[src/rtl/mbb_pkg.sv]
package mbb_pkg;
  localparam int WORD_W = 32;
  localparam int BYTES  = WORD_W / 8;

  typedef enum logic [1:0] {
    WID8  = 2'b00,
    WID16 = 2'b01,
    WID32 = 2'b10,
    WIDX  = 2'b11
  } widthCode_e;

  typedef enum logic [1:0] {
    ST_IDLE,
    ST_ADDR,
    ST_DATA,
    ST_RECOV
  } busState_e;

  // strobes from control to datapath
  typedef struct packed {
    logic load;
    logic aleOn;
    logic dataPhase;
    logic beatDone;
  } busStrobe_t;

  function automatic logic [WORD_W-1:0] swapBytes(input logic [WORD_W-1:0] w);
    logic [WORD_W-1:0] r;
    for (int k = 0; k < BYTES; k++) r[8*k +: 8] = w[8*(BYTES-1-k) +: 8];
    return r;
  endfunction
endpackage

[src/rtl/mbb_req_fifo.sv]
module mbb_req_fifo #(
  parameter int ENTRY_W = 8,
  parameter int DEPTH   = 3
) (
  input  logic               clk,
  input  logic               rstN,
  input  logic               pushEn,
  input  logic [ENTRY_W-1:0] pushData,
  input  logic               popEn,
  output logic [ENTRY_W-1:0] headData,
  output logic               isEmpty,
  output logic               isFull
);
  localparam int PTR_W = (DEPTH > 1) ? $clog2(DEPTH) : 1;
  localparam int CNT_W = $clog2(DEPTH + 1);

  logic [ENTRY_W-1:0] slots [DEPTH];
  logic [PTR_W-1:0]   wrPtr, rdPtr;
  logic [CNT_W-1:0]   count;

  function automatic logic [PTR_W-1:0] bump(input logic [PTR_W-1:0] p);
    return (p == PTR_W'(DEPTH - 1)) ? '0 : p + 1'b1;
  endfunction

  assign isEmpty  = (count == '0);
  assign isFull   = (count == CNT_W'(DEPTH));
  assign headData = slots[rdPtr];

  always_ff @(posedge clk) begin
    if (pushEn) slots[wrPtr] <= pushData;
  end

  always_ff @(posedge clk or negedge rstN) begin
    if (!rstN) begin
      wrPtr <= '0;
      rdPtr <= '0;
      count <= '0;
    end else begin
      if (pushEn) wrPtr <= bump(wrPtr);
      if (popEn)  rdPtr <= bump(rdPtr);
      if (pushEn && !popEn)      count <= count + 1'b1;
      else if (popEn && !pushEn) count <= count - 1'b1;
    end
  end
endmodule

[src/rtl/mbb_ctrl.sv]
module mbb_ctrl
  import mbb_pkg::*;
(
  input  logic       clk,
  input  logic       rstN,
  input  logic       qEmpty,
  input  logic       busRdy,
  input  logic       lastBeat,
  output busStrobe_t strobe
);
  busState_e state, stateNext;

  always_comb begin
    stateNext = state;
    strobe    = '0;
    case (state)
      ST_IDLE: begin
        if (!qEmpty) begin
          strobe.load = 1'b1;
          stateNext   = ST_ADDR;
        end
      end
      ST_ADDR: begin
        strobe.aleOn = 1'b1;
        stateNext    = ST_DATA;
      end
      ST_DATA: begin
        strobe.dataPhase = 1'b1;
        if (busRdy) begin
          strobe.beatDone = 1'b1;
          if (lastBeat) stateNext = ST_RECOV;
        end
      end
      ST_RECOV: begin
        if (busRdy) begin
          if (!qEmpty) begin
            strobe.load = 1'b1;
            stateNext   = ST_ADDR;
          end else begin
            stateNext = ST_IDLE;
          end
        end
      end
      default: stateNext = ST_IDLE;
    endcase
  end

  always_ff @(posedge clk or negedge rstN) begin
    if (!rstN) state <= ST_IDLE;
    else       state <= stateNext;
  end
endmodule

[src/rtl/mbb_datapath.sv]
module mbb_datapath
  import mbb_pkg::*;
#(
  parameter int REGION_CNT = 8,
  parameter int MAX_WORDS  = 4
) (
  input  logic                        clk,
  input  logic                        rstN,
  input  busStrobe_t                  strobe,
  input  logic                        headWrite,
  input  logic [WORD_W-1:0]           headAddr,
  input  logic [((MAX_WORDS > 1) ? $clog2(MAX_WORDS) : 1)-1:0] headLen,
  input  logic [MAX_WORDS*WORD_W-1:0] headData,
  input  logic [2*REGION_CNT-1:0]     regionWidth,
  input  logic                        bigEndian,
  input  logic [WORD_W-1:0]           busAdIn,
  output logic                        lastBeat,
  output logic                        busAle,
  output logic [WORD_W-1:0]           busAdOut,
  output logic                        busAdOe,
  output logic                        busWrite,
  output logic                        rspValid,
  output logic [WORD_W-1:0]           rspData
);
  localparam int RBITS = (REGION_CNT > 1) ? $clog2(REGION_CNT) : 1;
  localparam int LEN_W = (MAX_WORDS > 1) ? $clog2(MAX_WORDS) : 1;

  logic                        curWrite, curBig;
  logic [WORD_W-1:0]           curAddr;
  logic [LEN_W-1:0]            curLen, wordIdx;
  logic [1:0]                  curLog, beatIdx;
  logic [MAX_WORDS*WORD_W-1:0] curData;
  logic [WORD_W-1:0]           asmReg, asmNext;

  logic [RBITS-1:0]  headRegion;
  logic [1:0]        headCode, headLog;
  logic              lastInWord;
  logic [WORD_W-1:0] curWord, ordered, laneOut, laneMask;
  logic [1:0]        byteOff;
  logic [4:0]        laneShift;

  // region width lookup from the top address bits
  assign headRegion = headAddr[WORD_W-1 -: RBITS];
  assign headCode   = regionWidth[{headRegion, 1'b0} +: 2];
  always_comb begin
    case (headCode)
      WID8:    headLog = 2'd0;
      WID16:   headLog = 2'd1;
      default: headLog = 2'd2;
    endcase
  end

  assign lastInWord = (beatIdx == (2'd3 >> curLog));
  assign lastBeat   = lastInWord && (wordIdx == curLen);

  // write lane steering
  assign curWord   = curData[wordIdx*WORD_W +: WORD_W];
  assign ordered   = curBig ? swapBytes(curWord) : curWord;
  assign byteOff   = beatIdx << curLog;
  assign laneShift = {byteOff, 3'b000};
  always_comb begin
    case (curLog)
      2'd0:    laneMask = 32'h0000_00FF;
      2'd1:    laneMask = 32'h0000_FFFF;
      default: laneMask = '1;
    endcase
  end
  assign laneOut = (ordered >> laneShift) & laneMask;

  // read reassembly: each byte of the word belongs to one beat and one lane
  always_comb begin
    asmNext = asmReg;
    for (int k = 0; k < BYTES; k++) begin
      if ((k >> curLog) == int'(beatIdx))
        asmNext[8*k +: 8] = busAdIn[8*(k & ((1 << curLog) - 1)) +: 8];
    end
  end

  assign busAle   = strobe.aleOn;
  assign busAdOe  = strobe.aleOn | (strobe.dataPhase & curWrite);
  assign busWrite = curWrite & (strobe.aleOn | strobe.dataPhase);
  assign busAdOut = strobe.aleOn ? curAddr :
                    (strobe.dataPhase && curWrite) ? laneOut : '0;

  always_ff @(posedge clk or negedge rstN) begin
    if (!rstN) begin
      curWrite <= 1'b0;
      curBig   <= 1'b0;
      curAddr  <= '0;
      curLen   <= '0;
      curLog   <= 2'd2;
      curData  <= '0;
      wordIdx  <= '0;
      beatIdx  <= '0;
      asmReg   <= '0;
      rspValid <= 1'b0;
      rspData  <= '0;
    end else begin
      rspValid <= 1'b0;
      if (strobe.load) begin
        curWrite <= headWrite;
        curBig   <= bigEndian;
        curAddr  <= headAddr;
        curLen   <= headLen;
        curLog   <= headLog;
        curData  <= headData;
        wordIdx  <= '0;
        beatIdx  <= '0;
      end else if (strobe.beatDone) begin
        asmReg <= asmNext;
        if (lastInWord) begin
          beatIdx <= '0;
          wordIdx <= wordIdx + 1'b1;
          if (!curWrite) begin
            rspValid <= 1'b1;
            rspData  <= curBig ? swapBytes(asmNext) : asmNext;
          end
        end else begin
          beatIdx <= beatIdx + 1'b1;
        end
      end
    end
  end
endmodule

[src/rtl/mbb_bus_ctrl.sv]
module mbb_bus_ctrl
  import mbb_pkg::*;
#(
  parameter int QUEUE_DEPTH = 3,
  parameter int REGION_CNT  = 8,
  parameter int MAX_WORDS   = 4
) (
  input  logic                        clk,
  input  logic                        rstN,
  input  logic                        reqValid,
  input  logic                        reqWrite,
  input  logic [31:0]                 reqAddr,
  input  logic [((MAX_WORDS > 1) ? $clog2(MAX_WORDS) : 1)-1:0] reqLen,
  input  logic [MAX_WORDS*32-1:0]     reqWdata,
  output logic                        reqFull,
  input  logic [2*REGION_CNT-1:0]     regionWidth,
  input  logic                        bigEndian,
  output logic                        busAle,
  output logic [31:0]                 busAdOut,
  output logic                        busAdOe,
  input  logic [31:0]                 busAdIn,
  output logic                        busWrite,
  input  logic                        busRdy,
  output logic                        rspValid,
  output logic [31:0]                 rspData
);
  localparam int LEN_W   = (MAX_WORDS > 1) ? $clog2(MAX_WORDS) : 1;
  localparam int DATA_TW = MAX_WORDS * WORD_W;
  localparam int ENTRY_W = 1 + WORD_W + LEN_W + DATA_TW;

  logic [ENTRY_W-1:0] headEntry;
  logic               qEmpty, qFull, lastBeat;
  busStrobe_t         strobe;

  mbb_req_fifo #(.ENTRY_W(ENTRY_W), .DEPTH(QUEUE_DEPTH)) fifo_i (
    .clk(clk), .rstN(rstN),
    .pushEn(reqValid && !qFull),
    .pushData({reqWrite, reqAddr, reqLen, reqWdata}),
    .popEn(strobe.load),
    .headData(headEntry),
    .isEmpty(qEmpty),
    .isFull(qFull)
  );

  mbb_ctrl ctrl_i (
    .clk(clk), .rstN(rstN), .qEmpty(qEmpty), .busRdy(busRdy),
    .lastBeat(lastBeat), .strobe(strobe)
  );

  mbb_datapath #(.REGION_CNT(REGION_CNT), .MAX_WORDS(MAX_WORDS)) dp_i (
    .clk(clk), .rstN(rstN), .strobe(strobe),
    .headWrite(headEntry[ENTRY_W-1]),
    .headAddr(headEntry[ENTRY_W-2 -: WORD_W]),
    .headLen(headEntry[DATA_TW +: LEN_W]),
    .headData(headEntry[DATA_TW-1:0]),
    .regionWidth(regionWidth), .bigEndian(bigEndian), .busAdIn(busAdIn),
    .lastBeat(lastBeat), .busAle(busAle), .busAdOut(busAdOut),
    .busAdOe(busAdOe), .busWrite(busWrite),
    .rspValid(rspValid), .rspData(rspData)
  );

  assign reqFull = qFull;
endmodule

[config.mk]
export PLATFORM = sky130hd
export DESIGN_NAME = mbb_bus_ctrl
export DESIGN_NICKNAME = d
export VERILOG_FILES = /design/src/rtl/mbb_pkg.sv /design/src/rtl/mbb_req_fifo.sv /design/src/rtl/mbb_ctrl.sv /design/src/rtl/mbb_datapath.sv /design/src/rtl/mbb_bus_ctrl.sv
export SDC_FILE = /design/constraint.sdc
export NUM_CORES = 1
export LEC_CHECK = 0
export BUFFER_PORTS_ARGS = -buffer_cell sky130_fd_sc_hd__buf_2
export CORE_UTILIZATION = 42
export CTS_BUF_LIST = sky130_fd_sc_hd__clkbuf_8 sky130_fd_sc_hd__clkbuf_16
export DETAILED_ROUTE_END_ITERATION = 16
export PLACE_DENSITY = 0.62
export RECOVER_POWER = 25
export SKIP_CTS_REPAIR_TIMING = 1
export SLEW_MARGIN = 10
export SYNTH_ARGS = -nofsm -noshare
export SYNTH_HDL_FRONTEND = slang
export SYNTH_SLANG_ARGS = --single-unit
[constraint.sdc]
create_clock -name clk -period 29.1 [get_ports clk]
set_input_delay 5.82 -clock clk [delete_from_list [all_inputs] [get_ports clk]]
set_output_delay 5.82 -clock clk [all_outputs]
set_load 0.05 [all_outputs]
==> results of run 1 <==
[cell families (layout without fill, tap and decap cells)]
family / count (synthesis) / count (layout) / share of synthesized area, %
compound gates: 465 / 465 / 8.70
xor+xnor: 9 / 9 / 0.289
fa+ha+maj: 8 / 8 / 0.335
buf+inv: 146 / 459 / 2.23
flops: 732 / 732 / 69.6
mux: 293 / 293 / 12.5
other cells: 0 / 2 / 0
simple gates: 480 / 480 / 6.42
[per-layer routing]
metal  vias to the layer above  wire [µm]
li1                       8413          -
met1                      9054      32100
met2                       530      39200
met3                       107       4550
met4                        14       2140
met5                         -         95
[power by group]
part | leakage (µW) | internal, µW | switching (µW)
logic | 0.00435 | 504 | 961
registers | 0.00751 | 1430 | 182
clock network | 0.00127 | 558 | 395
[layout by cell type, fill, tap and decap left out, drive strengths merged, types with 2 or more instances in the layout]
cell        n
edfxtp    489
nand2     267
o21ai     247
dfrtp     242
clkbuf    217
nor2      190
mux2i     186
buf       178
a21oi     150
mux4       56
mux2       51
a221oi     38
inv        30
clkinv     25
a22o        8
a22oi       8
ha          8
xor2        6
bufinv      6
a21o        5
nor3b       5
nor3        5
nor2b       4
clkinvlp    3
xnor2       3
diode       2
and2        2
a211oi      2
a211o       2
[critical path, delay by kind of cell (launching register included)]
| kind | cells | cell delay [ps] |
|---|---|---|
| mux | 2 | 1330 |
| flops | 1 | 1110 |
| compound gates | 1 | 380 |
| buf+inv | 1 | 230 |
| simple gates | 1 | 120 |
[worst max-delay path by stage]
stage / from / endpoint / slack [ps] / depth (start not counted)
2_1_floorplan: reqValid / fifo_i.slots[1][0] / 10330 / 2
3_3_place_gp: busRdy / dp_i.curData[24] / 19990 / 9
3_5_place_dp: busRdy / dp_i.curData[28] / 19930 / 9
4_1_cts: dp_i.wordIdx[0] / busAdOut[2] / 19430 / 5
5_1_grt: dp_i.wordIdx[0] / busAdOut[2] / 19330 / 5
6_report: dp_i.wordIdx[0] / busAdOut[2] / 19480 / 5
[sequential cells by signal (all words and copies together) (netlist names)]
register and count:
fifo_i.wrPtr 2, dp_i.curBig 1, dp_i.curAddr 32, dp_i.curLog 2, fifo_i.count 2, dp_i.asmReg 32, dp_i.curData 128, dp_i.wordIdx 2
dp_i.rspData 32, ctrl_i.state 2, dp_i.rspValid 1, dp_i.curLen 2, dp_i.beatIdx 2, fifo_i.rdPtr 2, fifo_i.slots 489, dp_i.curWrite 1
[cell usage after synthesis, types with 3 or more instances]
cell,instances
a21o_1,5
a21oi_1,149
a221oi_1,38
a22o_1,8
a22oi_1,8
buf_1,10
buf_2,34
buf_4,6
clkbuf_1,82
dfrtp_1,242
edfxtp_1,489
ha_1,8
inv_1,8
mux2_2,51
mux2i_1,186
mux4_1,5
mux4_2,51
nand2_1,266
nor2_1,188
nor2b_1,4
nor3_1,3
nor3b_1,3
o21ai_0,224
o21ai_1,23
xor2_1,6
[per-stage QoR]
step	instances	hold WS (ps)	utilization, %	worst slack (ps)	total power [µW]
6_report	3388	450	49.0	19480	4030
5_1_grt	3386	463	49.0	19330	4250
4_1_cts	3386	447	49.2	19430	4070
3_5_place_dp	3248	440	45.7	19930	3110
3_3_place_gp	3248	431	45.7	19990	3070
2_1_floorplan	2133	426	-	10330	2690
[final cells by class]
type	instances	area, µm²
flip-flops and latches	732	20800
multi-input cells	1255	8450
well taps	940	1180
clock buffers	84	2050
repair buffers	311	1470
inverters	10	45.0
clock inverters	54	407
diodes	2	5.00
fillers	6161	35800
==> summary.txt, run 1 <==
fraction of the yosys area taken by sequential cells = 69.6%
Mean Syn Cell Area = 14.0 µm²
top_reg_cell synth = edfxtp_1
min Tclk post-route = 9620 ps
required time worst endpoint = 23280 ps
routed length per instance = 23.0 µm
Layout Skew = 24.2 ps
clk sink count = 732
crit end category = output port
Die Wd = 269 µm
initial antenna violation count = 10
hpwl dp = 53.5 mm
nets = 2611
setup TNS = 0 ps
RSZ-0062 raised after global routing = no
min-delay src = fifo_i.slots[1][137]
outcome = finished clean
Final Hold Vio Count = 0
DRC = 0
CTS buffer count = 77
max-cap viol count = 0
fin crit share = 33.1%
met3 GRT Util = 4.04%
YS warnings = 0
Die Span Y = 269 µm
GRT overflow = 0
Critical Path Fanout Max = 35
met1 Use GR = 27.6%
layout cells sized above 1 = 16.9%
Leakage = 0.0131 µW
pin count of the biggest net entering global routing = 117
CTS max path bufs = 3
Syn-to-layout area delta = 15.2%
CTS tree = yes
Iter 0 DRT Violations = 1538
H-tree depth = 3
CP arrival = 3800 ps
number of synthesized flops with an enable pin = 489
Routed Antenna Nets = 0
Critical Path Slowest Stage Cell = dfrtp_2
vias in the first global route = 18086
largest area contributor in the netlist = edfxtp_1
die area = 72100 µm²
reg-to-reg endpoint = dp_i.curData[28]
Worst R2R Setup Slack = 25070 ps
pwr/cell area = 117 nW/µm²
Clk Latency, worst-skew pair = 620 ps
hold path depth = 2
Root Buffer = clkbuf_16
Ports = 285
crit-path cells = mux4_1 -> mux4_2 -> a22oi_1 -> nand2_1 -> buf_2
Finish-stage setup viols = 0
area share of the largest cell type after synthesis = 49.2%
Row Count = 97
slew of the pin with the lowest slew margin = 1180 ps
Core Footprint = 70100 µm²
most area-consuming cells after synthesis = edfxtp_1, dfrtp_1, mux2i_1
first-pass GRT wire length = 115 mm
Mapped Nets = 2357
Pins Over Slew Limit = 0
Synth cell types = 54
DP Area = 32100 µm²
met2 Resource Use GR = 37.0%
total wire length = 78.1 mm
clock-pin slew on the worst setup and hold paths = 60 ps
achievable clock frequency = 104 MHz
gpl congestion = 0.873
hold endpoint = dp_i.curAddr[7]
Seq cells post-synth = 732
fin area = 34400 µm²
Worst Reg-to-Reg Cells = 10
Worst VDD drop = 0.0609 mV
slew margin rel. = 21.1%
GR peak layer = met2
Cell Area, Synth = 29800 µm²
Starting Density = 42.5%
Hold Path Class = flip-flop to flip-flop
Setup CP Type = flip-flop to output port
via count = 18118
Critical Path Max Stage Delay = 1110 ps
port bufs = 284
Total Routing Usage GR = 21.6%
Pre-antenna DRT Iters = 8
Startpoint Class = flip-flop
Async S/R FF share, synth = 33.2%
Vias/cell = 5.35
Post-Synthesis Cells = 2133
r2r startpoint = ctrl_i.state[0]
(Power assumes the default switching activity.)
==> run 2, diff against run 1 <==
--- a/config.mk
+++ b/config.mk
@@ -9,7 +9,7 @@
 export CORE_UTILIZATION = 42
 export CTS_BUF_LIST = sky130_fd_sc_hd__clkbuf_8 sky130_fd_sc_hd__clkbuf_16
 export DETAILED_ROUTE_END_ITERATION = 16
-export PLACE_DENSITY = 0.62
+export PLACE_DENSITY = 0.64
 export RECOVER_POWER = 25
 export SKIP_CTS_REPAIR_TIMING = 1
 export SLEW_MARGIN = 10
==> constraint.sdc (replaced) <==
create_clock -name clk -period 8.18 [get_ports clk]
set_input_delay 1.636 -clock clk [delete_from_list [all_inputs] [get_ports clk]]
set_output_delay 1.636 -clock clk [all_outputs]
set_load 0.05 [all_outputs]
==> summary.txt, run 2 (synthesis gave the netlist of run 1 again) <==
CTS buffer count = 78 (+1.3%)
Setup CP Type = flip-flop to output port
Multi-input gate area = 8460 µm² (+0.16%)
Worst VDD drop = 0.238 mV (+290%)
Leakage = 0.0132 µW (+0.60%)
pwr/cell area = 422 nW/µm² (+260%)
Row Count = 97 (unchanged)
nets = 2608 (-0.11%)
total power = 14600 µW (+260%)
Starting Density = 42.5% (unchanged)
Final Hold Vio Count = 0 (unchanged)
Largest Register = fifo_i.slots
min Tclk post-route = 5350 ps
DRC = 0 (unchanged)
total wire length = 79.9 mm (+2.3%)
final std cells w/o fill = 3392 (+0.12%)
clock-pin slew on the worst setup and hold paths = 60 ps (about the same)
Clk Latency, worst-skew pair = 630 ps (about the same)
reg-to-reg endpoint = dp_i.rspData[31]
outcome = finished clean
Worst Reg-to-Reg Cells = 8 (-2)
die area = 72100 µm² (unchanged)
DP Area = 32100 µm² (about the same)
RSZ-0062 raised after global routing = no
CTS tree = yes
CTS max path bufs = 3 (unchanged)
fin area = 34500 µm² (+0.47%)
port bufs = 284 (unchanged)
Die Span Y = 269 µm (unchanged)
Layout Skew = 21.3 ps (-2.81 ps)
r2r startpoint = dp_i.curLog[0]
via count = 18459 (+1.9%)
pin count of the biggest net entering global routing = 165 (+41%)
Pre-antenna DRT Iters = 7 (-1)
Routed Antenna Nets = 0 (unchanged)
Iter 0 DRT Violations = 1612 (+4.8%)
fin crit share = 65.4%
Hold Path Class = flip-flop to flip-flop
min-delay src = fifo_i.slots[1][53]
initial antenna violation count = 15 (+5)
H-tree depth = 3 (unchanged)
Startpoint Class = flip-flop
commonest cells after routing, fill and taps aside = edfxtp_1, nand2_1, dfrtp_1
Pins Over Slew Limit = 0 (unchanged)
crit end category = output port
most common cell after layout, fill and taps aside = edfxtp_1
Inst Count DP = 3244 (-0.12%)
Min Hold Slack = 452 ps (+1.39 ps)
Worst R2R Setup Slack = 4770 ps (-20300 ps)
Critical Path Fanout Max = 35 (unchanged)
routed length per instance = 23.5 µm (+2.2%)
Largest regs = fifo_i.slots: 489 flops, dp_i.curData: 128 flops
clk sink count = 732 (unchanged)
FF+latch area = 20800 µm² (unchanged)
hold endpoint = dp_i.curData[53]
Syn-to-layout area delta = 15.7%
layout cells sized above 1 = 16.9% (about the same)
max reg flops = 489 (unchanged)
Die Wd = 269 µm (unchanged)
hpwl dp = 54.7 mm (+2.3%)
Root Buffer = clkbuf_16
number of fill cells = 6139 (-0.36%)
achievable clock frequency = 187 MHz
Finish-stage setup viols = 0 (unchanged)
gpl congestion = 0.985 (+13%)
CP arrival = 3710 ps (-90 ps)
first-pass GRT wire length = 116 mm (+1.4%)
slew of the pin with the lowest slew margin = 1370 ps (+186 ps)
vias in the first global route = 17983 (-0.57%)
GRT overflow = 0 (unchanged)
hold path depth = 2 (unchanged)
Ports = 285 (unchanged)
max-cap viol count = 0 (unchanged)
required time worst endpoint = 6540 ps (-16740 ps)
Core Footprint = 70100 µm² (unchanged)
slew margin rel. = 8.86% (-12 points)
Total Routing Usage GR = 22.1% (+0.48 points)
Vias/cell = 5.44 (+1.8%)
[run 2: changes by cell type in the layout (fill, tap and decap cells not counted), moves of 3 or more]
cell,delta
buf_4,-7
clkinv_2,-6
inv_1,+6
clkbuf_8,+4
buf_12,+3
clkbuf_1,-3
inv_16,+3
[run 2: critical path: stages (launching register included)]
cell and delay (ps):
dfrtp_2 1030, mux4_2 660, mux2i_1 650, nor2_1 100, a21oi_1 130, o21ai_0 200
buf_2 280
[run 2: metal layers]
metal  vias to the layer above  GRT usage (%)  wire, µm
met3                       129           5.16      6200
met4                        14           7.34      2220
met1                      9204           28.8     32300
li1                       8410              -         -
met5                         -              0        87
met2                       702           36.5     39100
[run 2: metrics by stage]
stage	setup slack (ps)	setup TNS, ps	util (%)
floorplan	-535	-174330	-
global placement	3550	0	45.8
detailed placement	3500	0	45.8
CTS	2820	0	49.5
global route	2700	0	49.2
finish	2830	0	49.2
[run 2: how the worst max path moves through the flow]
stage / endpoint / slack [ps] / startpoint
after global routing: busAdOut[0] / 2700 / dp_i.wordIdx[0]
after floorplan: fifo_i.slots[2][0] / -530 / reqValid
after detailed placement: busAdOut[0] / 3500 / dp_i.wordIdx[0]
after CTS: busAdOut[0] / 2820 / dp_i.wordIdx[0]
after global placement: busAdOut[12] / 3550 / dp_i.wordIdx[0]
final: busAdOut[13] / 2830 / dp_i.wordIdx[0]
[run 2: cell type report]
class	count	area share [%]
flip-flops and latches	732	60.2
multi-input cells	1255	24.5
clock buffers	90	6.23
repair buffers	307	4.28
well taps	940	3.41
clock inverters	56	1.27
inverters	10	0.130
diodes	2	0.0145
[run 2: report_power, final]
group / internal, µW / total (µW) / switching [µW]
clock network: 2050 / 3500 / 1450
registers: 5090 / 5840 / 749
logic: 1800 / 5220 / 3420
